### config.mk
export PLATFORM = sky130hd
export DESIGN_NAME = rdimm_cw_seq
export DESIGN_NICKNAME = d
export VERILOG_FILES = /design/src/rtl/rdimm_cw_pkg.sv /design/src/rtl/rdimm_cw_timer.sv /design/src/rtl/rdimm_cw_value.sv /design/src/rtl/rdimm_cw_encode.sv /design/src/rtl/rdimm_cw_seq.sv
export SDC_FILE = /design/constraint.sdc
export NUM_CORES = 1
export LEC_CHECK = 0
export BUFFER_PORTS_ARGS = -buffer_cell sky130_fd_sc_hd__buf_2
export CAP_MARGIN = 20
export CORE_MARGIN = 10
export CORE_UTILIZATION = 30
export CTS_CLUSTER_DIAMETER = 120
export CTS_CLUSTER_SIZE = 24
export DETAILED_ROUTE_END_ITERATION = 16
export HOLD_SLACK_MARGIN = 0.12
export PLACE_DENSITY_LB_ADDON = 0.25
export SLEW_MARGIN = 20
export SYNTH_ARGS = -nofsm -noshare
export SYNTH_HDL_FRONTEND = slang
export SYNTH_HIERARCHICAL = 1
export SYNTH_SLANG_ARGS = --single-unit
### constraint.sdc
create_clock -name clk -period 9.2 [get_ports clk]
set_input_delay 1.84 -clock clk [delete_from_list [all_inputs] [get_ports clk]]
set_output_delay 1.84 -clock clk [all_outputs]
set_load 0.005 [all_outputs]
### src/rtl/rdimm_cw_pkg.sv
package rdimm_cw_pkg;

  localparam int WORD_W = 4;
  localparam int VAL_W  = 4;
  localparam int BANK_W = 3;
  localparam int NUM_WORDS = 16;

  typedef enum logic [2:0] {
    ST_IDLE,
    ST_SETTLE,
    ST_GAP,
    ST_SEND,
    ST_STAB
  } seq_state_t;

  function automatic logic word_skipped(input logic [WORD_W-1:0] w);
    return (w == 4'd6) || (w == 4'd7);
  endfunction

endpackage

### src/rtl/rdimm_cw_timer.sv
module rdimm_cw_timer #(
  parameter int CNT_W = 16
) (
  input  logic             clk,
  input  logic             rst,
  input  logic             load,
  input  logic [CNT_W-1:0] load_val,
  output logic             expired
);
  logic [CNT_W-1:0] cnt;

  // A load of N makes expired true in the N-th cycle after the load.
  always_ff @(posedge clk) begin
    if (rst)               cnt <= '0;
    else if (load)         cnt <= load_val - 1'b1;
    else if (cnt != '0)    cnt <= cnt - 1'b1;
  end

  assign expired = (cnt == '0);

  a_r5_count_down: assert property (@(posedge clk) disable iff (rst)
    (!load && cnt != '0) |=> (cnt == $past(cnt) - 1'b1));

endmodule

### src/rtl/rdimm_cw_value.sv
module rdimm_cw_value #(
  parameter int NUM_DIMMS = 4,
  parameter int IDX_W     = 2
) (
  input  logic [3:0]             word,
  input  logic [IDX_W-1:0]       idx,
  input  logic [NUM_DIMMS*4-1:0] rc3_cfg,
  input  logic [NUM_DIMMS*4-1:0] rc4_cfg,
  input  logic [NUM_DIMMS*4-1:0] rc5_cfg,
  output logic [3:0]             value
);
  logic [3:0] nib3 [NUM_DIMMS];
  logic [3:0] nib4 [NUM_DIMMS];
  logic [3:0] nib5 [NUM_DIMMS];

  for (genvar d = 0; d < NUM_DIMMS; d++) begin : g_nib
    assign nib3[d] = rc3_cfg[4*d +: 4];
    assign nib4[d] = rc4_cfg[4*d +: 4];
    assign nib5[d] = rc5_cfg[4*d +: 4];
  end

  logic [3:0] sel3, sel4, sel5;
  always_comb begin
    sel3 = '0;
    sel4 = '0;
    sel5 = '0;
    for (int d = 0; d < NUM_DIMMS; d++) begin
      if (32'(idx) == d) begin
        sel3 = nib3[d];
        sel4 = nib4[d];
        sel5 = nib5[d];
      end
    end
  end

  always_comb begin
    unique case (word)
      4'd0:    value = 4'h2;
      4'd1:    value = 4'hC;
      4'd3:    value = sel3;
      4'd4:    value = sel4;
      4'd5:    value = sel5;
      4'd9:    value = 4'hD;
      default: value = 4'h0;
    endcase
  end

endmodule

### src/rtl/rdimm_cw_encode.sv
module rdimm_cw_encode #(
  parameter int ADDR_W = 16
) (
  input  logic [3:0]        word,
  input  logic [3:0]        value,
  output logic [2:0]        bank,
  output logic [ADDR_W-1:0] addr
);
  assign bank = {word[3], value[3:2]};

  assign addr[4:0] = {value[1:0], word[2:0]};
  if (ADDR_W > 5) begin : g_hi
    assign addr[ADDR_W-1:5] = '0;
  end

endmodule

### src/rtl/rdimm_cw_seq.sv
module rdimm_cw_seq #(
  parameter int CLK_MHZ   = 400,
  parameter int NUM_DIMMS = 4,
  parameter int ADDR_W    = 16,
  parameter int T_ACT_US  = 8,
  parameter int T_PLL_US  = 6,
  parameter int T_MRD_US  = 8,
  parameter int T_STAB_US = 6,
  localparam int IDX_W    = (NUM_DIMMS > 1) ? $clog2(NUM_DIMMS) : 1,
  localparam int CS_W     = 2 * NUM_DIMMS
) (
  input  logic                   clk,
  input  logic                   rst,
  input  logic                   start,
  input  logic [IDX_W-1:0]       dimm_sel,
  input  logic [NUM_DIMMS*4-1:0] rc3_cfg,
  input  logic [NUM_DIMMS*4-1:0] rc4_cfg,
  input  logic [NUM_DIMMS*4-1:0] rc5_cfg,
  output logic                   busy,
  output logic                   done,
  output logic [CS_W-1:0]        cs_mask,
  output logic                   cmd_valid,
  input  logic                   cmd_ready,
  output logic [2:0]             cmd_bank,
  output logic [ADDR_W-1:0]      cmd_addr
);
  import rdimm_cw_pkg::*;

  localparam int SETTLE_CYC = CLK_MHZ * (T_ACT_US + T_PLL_US);
  localparam int GAP_CYC    = CLK_MHZ * T_MRD_US;
  localparam int STAB_CYC   = CLK_MHZ * T_STAB_US;
  localparam int MAX_A      = (SETTLE_CYC > GAP_CYC) ? SETTLE_CYC : GAP_CYC;
  localparam int MAX_CYC    = (MAX_A > STAB_CYC) ? MAX_A : STAB_CYC;
  localparam int CNT_W      = $clog2(MAX_CYC + 1);

  seq_state_t        st, st_nx;
  logic [3:0]        word, word_nx;
  logic [IDX_W-1:0]  idx, idx_nx;
  logic [CS_W-1:0]   cs_nx;
  logic              valid_nx, done_nx;
  logic              tmr_load, tmr_exp;
  logic [CNT_W-1:0]  tmr_val;
  logic [3:0]        cur_val;
  logic [2:0]        enc_bank;
  logic [ADDR_W-1:0] enc_addr;

  rdimm_cw_timer #(.CNT_W(CNT_W)) u_timer (
    .clk(clk), .rst(rst), .load(tmr_load), .load_val(tmr_val), .expired(tmr_exp)
  );

  rdimm_cw_value #(.NUM_DIMMS(NUM_DIMMS), .IDX_W(IDX_W)) u_value (
    .word(word), .idx(idx), .rc3_cfg(rc3_cfg), .rc4_cfg(rc4_cfg),
    .rc5_cfg(rc5_cfg), .value(cur_val)
  );

  rdimm_cw_encode #(.ADDR_W(ADDR_W)) u_enc (
    .word(word), .value(cur_val), .bank(enc_bank), .addr(enc_addr)
  );

  always_comb begin
    st_nx    = st;
    word_nx  = word;
    idx_nx   = idx;
    cs_nx    = cs_mask;
    valid_nx = cmd_valid;
    done_nx  = 1'b0;
    tmr_load = 1'b0;
    tmr_val  = CNT_W'(GAP_CYC);
    unique case (st)
      ST_IDLE: begin
        if (start) begin
          st_nx    = ST_SETTLE;
          word_nx  = '0;
          idx_nx   = dimm_sel;
          tmr_load = 1'b1;
          tmr_val  = CNT_W'(SETTLE_CYC);
        end
      end
      ST_SETTLE: begin
        if (tmr_exp) begin
          st_nx    = ST_GAP;
          cs_nx    = CS_W'(2'b11) << {idx, 1'b0};
          tmr_load = 1'b1;
        end
      end
      ST_GAP: begin
        if (tmr_exp) begin
          if (word_skipped(word)) begin
            word_nx  = word + 1'b1;
            tmr_load = 1'b1;
          end else begin
            st_nx    = ST_SEND;
            valid_nx = 1'b1;
          end
        end
      end
      ST_SEND: begin
        if (cmd_ready) begin
          valid_nx = 1'b0;
          tmr_load = 1'b1;
          if (word == 4'(NUM_WORDS - 1)) begin
            st_nx   = ST_STAB;
            tmr_val = CNT_W'(STAB_CYC);
          end else begin
            st_nx   = ST_GAP;
            word_nx = word + 1'b1;
          end
        end
      end
      ST_STAB: begin
        if (tmr_exp) begin
          st_nx   = ST_IDLE;
          done_nx = 1'b1;
          cs_nx   = '0;
        end
      end
      default: st_nx = ST_IDLE;
    endcase
  end

  always_ff @(posedge clk) begin
    if (rst) begin
      st        <= ST_IDLE;
      word      <= '0;
      idx       <= '0;
      cs_mask   <= '0;
      cmd_valid <= 1'b0;
      done      <= 1'b0;
      cmd_bank  <= '0;
      cmd_addr  <= '0;
    end else begin
      st        <= st_nx;
      word      <= word_nx;
      idx       <= idx_nx;
      cs_mask   <= cs_nx;
      cmd_valid <= valid_nx;
      done      <= done_nx;
      if (valid_nx && !cmd_valid) begin
        cmd_bank <= enc_bank;
        cmd_addr <= enc_addr;
      end
    end
  end

  assign busy = (st != ST_IDLE);

  a_r8_hold: assert property (@(posedge clk) disable iff (rst)
    (cmd_valid && !cmd_ready) |=> (cmd_valid && $stable(cmd_bank) && $stable(cmd_addr)));

  a_r8_drop: assert property (@(posedge clk) disable iff (rst)
    (cmd_valid && cmd_ready) |=> !cmd_valid);

  a_r4_no_skipped_word: assert property (@(posedge clk) disable iff (rst)
    cmd_valid |-> !(cmd_bank[2] == 1'b0 && cmd_addr[2:1] == 2'b11));

  a_r3_cs_shape: assert property (@(posedge clk) disable iff (rst)
    ($countones(cs_mask) == 0) || ($countones(cs_mask) == 2 && busy));

  a_r2_quiet_settle: assert property (@(posedge clk) disable iff (rst)
    (st == ST_SETTLE) |-> (!cmd_valid && cs_mask == '0));

  a_r9_done_pulse: assert property (@(posedge clk) disable iff (rst)
    done |-> (!busy && cs_mask == '0) ##1 !done);

endmodule

==> flow_summary.yaml, run 1 <==
outcome:
  outcome: "complete, no violations"
clock_tree:
  cts_resized: 0
  tritoncts: "done"
  clock-root-buffer: "clkbuf_8"
  cts_num_sinks: 47
  htreeDepth: 2
  path_clk_slew_ps: 90
  cts_setup_buffers: 0
  numCtsBuffers: 5
  clockBufferDepth: 2
  cts_hold_buf: 0
  clock_latency_ps: 300
setup_path:
  critPathMaxStageDelay_ps: 680
  reg2reg_to: "u_timer/cnt[11]$_SDFFE_PP0P_"
  path_buf_inv: 2
  rr_worst_depth: 10
  worstPathCellList: "buf_2 > a21o_1 > a31oi_1 > a311oi_4 > buf_4 > or4b_4 > a222oi_1 > a31o_2 > a21oi_1"
  path_delay_family: "compound AO/OA/AOI/OAI gates"
  worst_ep_arrival_time_ps: 4370
  critPathLaunchType: "primary input"
  end_kind: "flop"
  cp.required_ps: 9340
  regToRegSetupSlack_ps: 5240
  timing.rr.start: "u_timer/cnt[8]$_SDFFE_PP0P_"
  worstPathMaxFanout: 37
  critPathKind: "in -> reg"
  cp_slowest_cell: "a222oi_1"
power:
  pwr-share-seq_pct: 34.8
  finalPower_mw: 0.843
  p_clk_share_pct: 21.8
  power.switching_mw: 0.326
  p_leak_nw: 1.53
  internal-power_mw: 0.517
  vdd_ir_drop_max_mv: 0.131
  p_sw_share_pct: 38.6
  p_comb_share_pct: 43.4
  power_density_mw_per_mm2: 227
final_layout:
  area_growth_pct: 17.9
  final_area_mm2: 0.00372
  utilization_pct: 36.2
  final_nets: 476
  fin_cells: 556
  diodes: 0
  drive_above_1_share_pct: 25.2
placed_design:
  post-place-cells: 548
  gp_congestion: 0.771
  dpl.hpwl_mm: 6.34
  io_buffers: 83
  dpl_cell_area_mm2: 0.00358
  pre_cts_slack_ps: 4650
timing:
  slew_headroom_pct: 33.1
  final_hold_viol_count: 0
  hold_slack_ps: 495
  setup_ws_ps: 4970
  rsz0062_at_grt: "false"
  setup_tns_ps: 0
  finClkSkew_ps: 12.8
  min_period_over_period_pct: 46.0
  max_freq_mhz: 236
  min_period_ps: 4230
  worst_slew_pin_slew_ps: 1000
  setup_viol_count_final: 0
  drv_slew: 0
detailed_routing:
  wire_per_inst_um: 14.8
  vias: 2704
  postRouteWirelength_mm: 8.21
  ant_nets: 0
  drc: 0
  viasPerCell: 4.86
  first_pass_iters: 6
  drt_first_iter_violations: 114
logic_synthesis:
  ys_types: 62
  avgSynthCellArea_um2: 9.19
  synthTopCellsByArea: "dfxtp_1 (30%), mux4_1 (10%), mux2i_1 (9.8%), buf_4 (5.7%), nor2_1 (4.5%)"
  seq_area_frac_synth_pct: 29.9
  synth_cells: 343
  ys_ff_latch: 47
  ys.flop_type: "dfxtp_1"
  yosys.area.top_type: "dfxtp_1"
  syn_area_mm2: 0.00315
  async_reset_ff_share_pct: 0
  yosysWarnings: 6
  synth-edff-count: 0
  synth_top_area_share_pct: 29.9
worst_hold_path:
  min_from: "cmd_addr[8]$_SDFFE_PP0P_"
  hold_path_class: "reg -> reg"
  min_to: "cmd_addr[8]$_SDFFE_PP0P_"
  holdPathStages: 2
grt:
  grt_usage_pct: 10.4
  grtUsageMet2_pct: 17.7
  grt_pass1_wl_mm: 12.9
  met3_usage_pct: 2.34
  grt_start_max_net_pins: 39
  gr-usage-met1_pct: 13.1
  grt_pass1_vias: 2568
  busiest_layer: "met2"
  antenna_found_initial: 0
  overflow: 0
floorplanning:
  ios: 84
  core_mm2: 0.0103
  die_x_um: 123
  die_h_um: 123
  start_util_pct: 30.7
  core.rowCount: 37
  die-area_mm2: 0.0150
run:
  maxCapViolCount: 0
-- cells by family after synthesis --
kind of cell,synth area share [%]
fa+ha+maj,1.19
simple gates,20.9
xor+xnor,1.67
buf+inv,10.6
other cells,0.238
flops,29.9
compound gates,14.0
mux,21.6
-- how the worst max path moves through the flow --
stage / start / to / slack [ps] / cells after the start
2_1_floorplan: start / u_timer/cnt[10]$_SDFFE_PP0P_ / 4830 / 11
3_3_place_gp: start / u_timer/cnt[11]$_SDFFE_PP0P_ / 4730 / 9
3_5_place_dp: start / u_timer/cnt[11]$_SDFFE_PP0P_ / 4650 / 9
4_1_cts: start / u_timer/cnt[11]$_SDFFE_PP0P_ / 4970 / 9
5_1_grt: start / u_timer/cnt[9]$_SDFFE_PP0P_ / 4780 / 9
6_report: start / u_timer/cnt[11]$_SDFFE_PP0P_ / 4970 / 9
-- layout make-up --
cell class | instances | area (um^2)
inverters | 11 | 41.3
flip-flops and latches | 47 | 941
multi-input cells | 269 | 2000
fillers | 1106 | 6560
well taps | 136 | 170
clock inverters | 3 | 67.6
repair buffers | 85 | 430
clock buffers | 5 | 68.8
-- power groups by stage --
| stage | Clock [mW] | Combinational [mW] | Sequential, mW |
|---|---|---|---|
| CTS | 0.191 | 0.369 | 0.294 |
| global placement | 0 | 0.362 | 0.298 |
| global route | 0.196 | 0.412 | 0.302 |
| detailed placement | 0 | 0.368 | 0.298 |
| floorplan | 0 | 0.330 | 0.262 |
| finish | 0.184 | 0.366 | 0.294 |
-- cells in the final DEF, fill, tap and decap left out, drive strengths merged, types with 6 or more instances in the layout --
master  count
inv        11
mux4       12
conb       29
mux2i      31
nor2       38
a21oi      14
nand2      18
nor4        6
o21ai       8
dfxtp      47
nand2b      6
buf        85
nor3       13
-- flip-flops by register name, summed over array words and instances, names as in the netlist --
register	cells
idx	2
cmd_bank	3
st	3
word	4
cs_mask	4
cmd_valid	1
cmd_addr	16
u_timer/cnt	13
done	1
-- worst reg2reg max path, stage by stage (launching register included) --
cell and delay [ps]:
dfxtp_1 350, nor4_1 450, nand4_1 240, inv_1 320, a31oi_1 190, a311oi_4 300
buf_4 410, or4b_4 540, a222oi_1 680, a31o_2 260, a21oi_1 60
-- synthesized netlist by cell type, types with 6 or more instances --
master and count:
a21oi_1 14, buf_2 7, buf_4 24, clkbuf_1 9, dfxtp_1 47, inv_1 11, mux2i_1 31, mux4_1 12
nand2_1 18, nand2b_1 6, nor2_1 38, nor3_1 13, nor4_1 6, o21ai_0 6
-- routing by layer --
| layer | part of all wire (%) | vias to the layer above |
|---|---|---|
| met3 | 4.8 | 5 |
| met4 | 0.76 | 0 |
| li1 | - | 1377 |
| met1 | 43 | 1273 |
| met5 | 0 | - |
| met2 | 51 | 49 |
Note: power is estimated with default switching activity, not from simulation.
==> run 2, diff against run 1 <==
- clock period: 9.2 -> 4.1 ns (I/O delays scaled with it)
==> flow_summary.yaml, run 2 (synthesis gave the netlist of run 1 again) <==
detailed_routing:
  drt_first_iter_violations: 124
  first_pass_iters: 4
  drc: 0
  viasPerCell: 4.78
  vias: 2687
  wire_per_inst_um: 14.9
  postRouteWirelength_mm: 8.38
  ant_nets: 0
placed_design:
  gp_congestion: 0.779
  pre_cts_slack_ps: 596
  dpl.hpwl_mm: 6.56
  io_buffers: 83
outcome:
  outcome: "complete, no violations"
setup_path:
  rr_worst_depth: 10
  end_kind: "flop"
  critPathKind: "reg -> reg"
  timing.rr.start: "u_timer/cnt[9]$_SDFFE_PP0P_"
  cp.required_ps: 4240
  cp_slowest_cell: "a311oi_4"
  critPathLaunchType: "flop"
  path_delay_family: "compound AO/OA/AOI/OAI gates"
  critPathMaxStageDelay_ps: 620
  path_buf_inv: 2
  worstPathCellList: "nor4_1 > nand4_1 > inv_1 > a31oi_1 > a311oi_4 > or4b_4 > a222oi_1 > buf_4 > a31o_2 > a21oi_1"
  startpoint: "u_timer/cnt[9]$_SDFFE_PP0P_"
  worst-path-stages: 10
  worstSetupEndpoint: "u_timer/cnt[11]$_SDFFE_PP0P_"
  worst_ep_arrival_time_ps: 3710
  regToRegSetupSlack_ps: 540
  worstPathMaxFanout: 11
  reg2reg_to: "u_timer/cnt[11]$_SDFFE_PP0P_"
clock_tree:
  cts_setup_buffers: 0
  cts_hold_buf: 0
  path_clk_slew_ps: 90
  numCtsBuffers: 5
  clockBufferDepth: 2
  clock_latency_ps: 310
  cts_resized: 0
  htreeDepth: 2
  tritoncts: "done"
  cts_num_sinks: 47
  clock-root-buffer: "clkbuf_8"
power:
  power_density_mw_per_mm2: 504
  vdd_ir_drop_max_mv: 0.241
  finalPower_mw: 1.88
  p_leak_nw: 1.55
run:
  maxCapViolCount: 0
timing:
  setup_ws_ps: 536
  slew_headroom_pct: 32.1
  finClkSkew_ps: 14.4
  rsz0062_at_grt: "false"
  worst_slew_pin_slew_ps: 1020
  hold_slack_ps: 501
  setup_viol_count_final: 0
  min_period_over_period_pct: 86.9
  max_freq_mhz: 281
  setup_tns_ps: 0
  min_period_ps: 3560
  drv_slew: 0
  final_hold_viol_count: 0
worst_hold_path:
  hold_path_class: "reg -> reg"
grt:
  grt_pass1_vias: 2653
  antenna_found_initial: 0
  overflow: 0
  grt_pass1_wl_mm: 13.4
  grt_start_max_net_pins: 39
  grt_usage_pct: 10.7
final_layout:
  largest-register: "cmd_addr"
  area_growth_pct: 18.7
  drive_above_1_share_pct: 26.3
  largest_reg_flops: 16
  utilization_pct: 36.4
  final_nets: 482
  layout_commonest_cell: "buf_2"
  final_cell_mix: "buf_2 (83), dfxtp_1 (47), nor2_1 (38)"
  top_regs: "cmd_addr x16, u_timer/cnt x13"
  diodes: 0
floorplanning:
  die_x_um: 123
  core.rowCount: 37
  start_util_pct: 30.7
  ios: 84
  die-area_mm2: 0.0150
  die_h_um: 123
  core_mm2: 0.0103
-- run 2: cell types whose count changed in the layout (fill, tap and decap cells not counted) --
cell and delta:
buf_4 +6, inv_6 +1, bufinv_16 -1
-- run 2: cell type report --
type	instances	area [um^2]
clock inverter	3	46.3
multi-input combinational	269	2000
inverter	11	41.3
sequential	47	941
tap	136	170
timing repair buffer	91	475
fill	1106	6540
clock buffer	5	68.8
-- run 2: tightest hold or removal path, stage by stage, from the launching register on --
cell	delay (ps)
dfxtp_1	340
mux2i_1	60
nor2_1	70
-- run 2: power breakdown --
group	internal, mW	switching [mW]	leakage, nW
Clock	0.184	0.172	0.0548
Sequential	0.532	0.0992	0.382
Combinational	0.419	0.477	1.11
-- run 2: through the flow --
stage          instance area (um^2)  std cells
2_1_floorplan                  3250        370
4_1_cts                        3740        562
3_3_place_gp                   3620        554
6_report                       3740        562
5_1_grt                        3740        562
3_5_place_dp                   3620        554
-- run 2: how the worst min path moves through the flow --
| stage | start | to | slack (ps) | cells after the start |
|---|---|---|---|---|
| 6_report | cmd_addr[9]$_SDFFE_PP0P_ | cmd_addr[9]$_SDFFE_PP0P_ | 500 | 2 |
| 5_1_grt | cmd_bank[1]$_SDFFE_PP0P_ | cmd_bank[1]$_SDFFE_PP0P_ | 540 | 2 |
| 4_1_cts | cmd_addr[1]$_SDFFE_PP0P_ | cmd_addr[1]$_SDFFE_PP0P_ | 510 | 2 |
| 3_5_place_dp | cmd_addr[1]$_SDFFE_PP0P_ | cmd_addr[1]$_SDFFE_PP0P_ | 480 | 2 |
| 3_3_place_gp | cmd_addr[7]$_SDFFE_PP0P_ | cmd_addr[7]$_SDFFE_PP0P_ | 470 | 2 |
| 2_1_floorplan | cmd_valid$_SDFF_PP0_ | cmd_valid$_SDFF_PP0_ | 480 | 2 |
-- run 2: per-layer routing --
layer,up-vias,part of all wire (%),track usage (%)
li1,1382,-,-
met1,1254,44,13.6
met2,43,51,18.2
met3,8,3.9,2.30
met4,0,0.88,2.65
met5,-,0,0
==> run 3, diff against run 2 <==
- CORE_ASPECT_RATIO: not set -> 0.8
- REMOVE_ABC_BUFFERS: not set -> 1
- clock period: 4.1 -> 4.6 ns (I/O delays scaled with it)
==> flow_summary.yaml, run 3 (synthesis gave the netlist of run 1 again) <==
outcome:
  outcome: "complete, no violations"
run:
  maxCapViolCount: 0
setup_path:
  regToRegSetupSlack_ps: 590
  critPathLaunchType: "flop"
  reg2reg_to: "u_timer/cnt[11]$_SDFFE_PP0P_"
  critPathKind: "reg -> reg"
  path_buf_inv: 2
  cp_slowest_cell: "a311oi_4"
  critPathMaxStageDelay_ps: 690
  worstPathMaxFanout: 25
  cp.required_ps: 4730
  path_delay_family: "compound AO/OA/AOI/OAI gates"
  worstPathCellList: "nor4_1 > nand4_1 > inv_1 > a31oi_1 > a311oi_4 > buf_4 > or3b_1 > a222oi_1 > a31o_2 > a21oi_1"
  timing.rr.start: "u_timer/cnt[8]$_SDFFE_PP0P_"
  end_kind: "flop"
  rr_worst_depth: 10
  worst_ep_arrival_time_ps: 4140
placed_design:
  gp_congestion: 0.814
  dpl_cell_area_mm2: 0.00359
  dpl.hpwl_mm: 6.12
  io_buffers: 83
  post-place-cells: 553
floorplanning:
  die-area_mm2: 0.0150
  die_x_um: 135
  ios: 84
  core.rowCount: 33
  start_util_pct: 30.8
  die_h_um: 112
  core_mm2: 0.0102
timing:
  hold_slack_ps: 487
  worst_slew_pin_slew_ps: 999
  drv_slew: 0
  final_hold_viol_count: 0
  min_period_over_period_pct: 87.3
  min_period_ps: 4010
  rsz0062_at_grt: "false"
  slew_headroom_pct: 33.2
  max_freq_mhz: 249
  setup_tns_ps: 0
  setup_viol_count_final: 0
  finClkSkew_ps: 3.41
final_layout:
  fin_cells: 561
  final_cell_mix: "buf_2 (83), dfxtp_1 (47), nor2_1 (38)"
  drive_above_1_share_pct: 25.2
  area_growth_pct: 18.8
  top_regs: "cmd_addr x16, u_timer/cnt x13"
  largest-register: "cmd_addr"
  layout_commonest_cell: "buf_2"
  largest_reg_flops: 16
  final_area_mm2: 0.00374
  diodes: 0
  final_nets: 477
grt:
  grt_usage_pct: 10.6
  grt_start_max_net_pins: 39
  antenna_found_initial: 0
  overflow: 0
  grt_pass1_vias: 2664
  grt_pass1_wl_mm: 13.4
power:
  p_leak_nw: 1.54
  pwr-share-seq_pct: 32.7
  p_clk_share_pct: 21.9
  p_comb_share_pct: 45.4
  vdd_ir_drop_max_mv: 0.173
  power_density_mw_per_mm2: 459
  finalPower_mw: 1.72
  power.switching_mw: 0.674
  p_sw_share_pct: 39.3
  internal-power_mw: 1.04
clock_tree:
  cts_hold_buf: 0
  clock_latency_ps: 290
  cts_num_sinks: 47
  clock-root-buffer: "clkbuf_16"
  path_clk_slew_ps: 70
  cts_setup_buffers: 0
  clockBufferDepth: 2
  cts_resized: 0
  numCtsBuffers: 5
  htreeDepth: 2
  tritoncts: "done"
worst_hold_path:
  min_from: "cmd_bank[0]$_SDFFE_PP0P_"
  holdPathStages: 2
  min_to: "cmd_bank[0]$_SDFFE_PP0P_"
  hold_path_class: "reg -> reg"
detailed_routing:
  drt_first_iter_violations: 244
  ant_nets: 0
  wire_per_inst_um: 14.3
  drc: 0
  first_pass_iters: 4
  viasPerCell: 4.82
  postRouteWirelength_mm: 8.02
  vias: 2702
[run 3: layout make-up]
cell class	instances	area (um^2)
clock buffers	7	143
well taps	140	175
repair buffers	86	438
inverters	11	41.3
fillers	1122	6500
flip-flops and latches	47	941
multi-input cells	269	2000
clock inverters	1	8.76
[run 3: worst max-delay path by stage]
stage | from | endpoint | slack, ps | cells after the start
floorplan | u_timer/cnt[2]$_SDFFE_PP0P_ | u_timer/cnt[11]$_SDFFE_PP0P_ | -780 | 9
global placement | u_timer/cnt[9]$_SDFFE_PP0P_ | u_timer/cnt[11]$_SDFFE_PP0P_ | 760 | 10
detailed placement | u_timer/cnt[9]$_SDFFE_PP0P_ | u_timer/cnt[11]$_SDFFE_PP0P_ | 630 | 10
CTS | u_timer/cnt[8]$_SDFFE_PP0P_ | u_timer/cnt[11]$_SDFFE_PP0P_ | 580 | 10
global route | u_timer/cnt[8]$_SDFFE_PP0P_ | u_timer/cnt[11]$_SDFFE_PP0P_ | 190 | 10
finish | u_timer/cnt[8]$_SDFFE_PP0P_ | u_timer/cnt[11]$_SDFFE_PP0P_ | 590 | 10
[run 3: power by group through the flow]
stage                     Clock, mW  Combinational (mW)  Sequential (mW)
final                         0.376               0.780            0.561
after global placement            0               0.771            0.567
after detailed placement          0               0.774            0.571
after global routing          0.406               0.874            0.578
after CTS                     0.387               0.778            0.562
after floorplan                   0               0.587            0.562
[run 3: per-stage QoR]
| stage | setup WS, ps | utilization (%) |
|---|---|---|
| global placement | 758 | 35.1 |
| floorplan | -775 | - |
| CTS | 584 | 36.6 |
| detailed placement | 635 | 35.1 |
| global route | 193 | 36.6 |
| finish | 586 | 36.6 |
[run 3: worst min-delay path, stage by stage, from the launching register on]
cell	delay (ps)
dfxtp_1	320
mux2i_1	60
nor2_1	70
[run 3: routing by layer]
metal / GRT usage, % / part of all wire, % / up-vias
met5: 0 / 0 / -
li1: - / - / 1376
met2: 14.8 / 41 / 89
met4: 3.04 / 0.95 / 0
met1: 15.5 / 52 / 1232
met3: 2.47 / 6.3 / 5
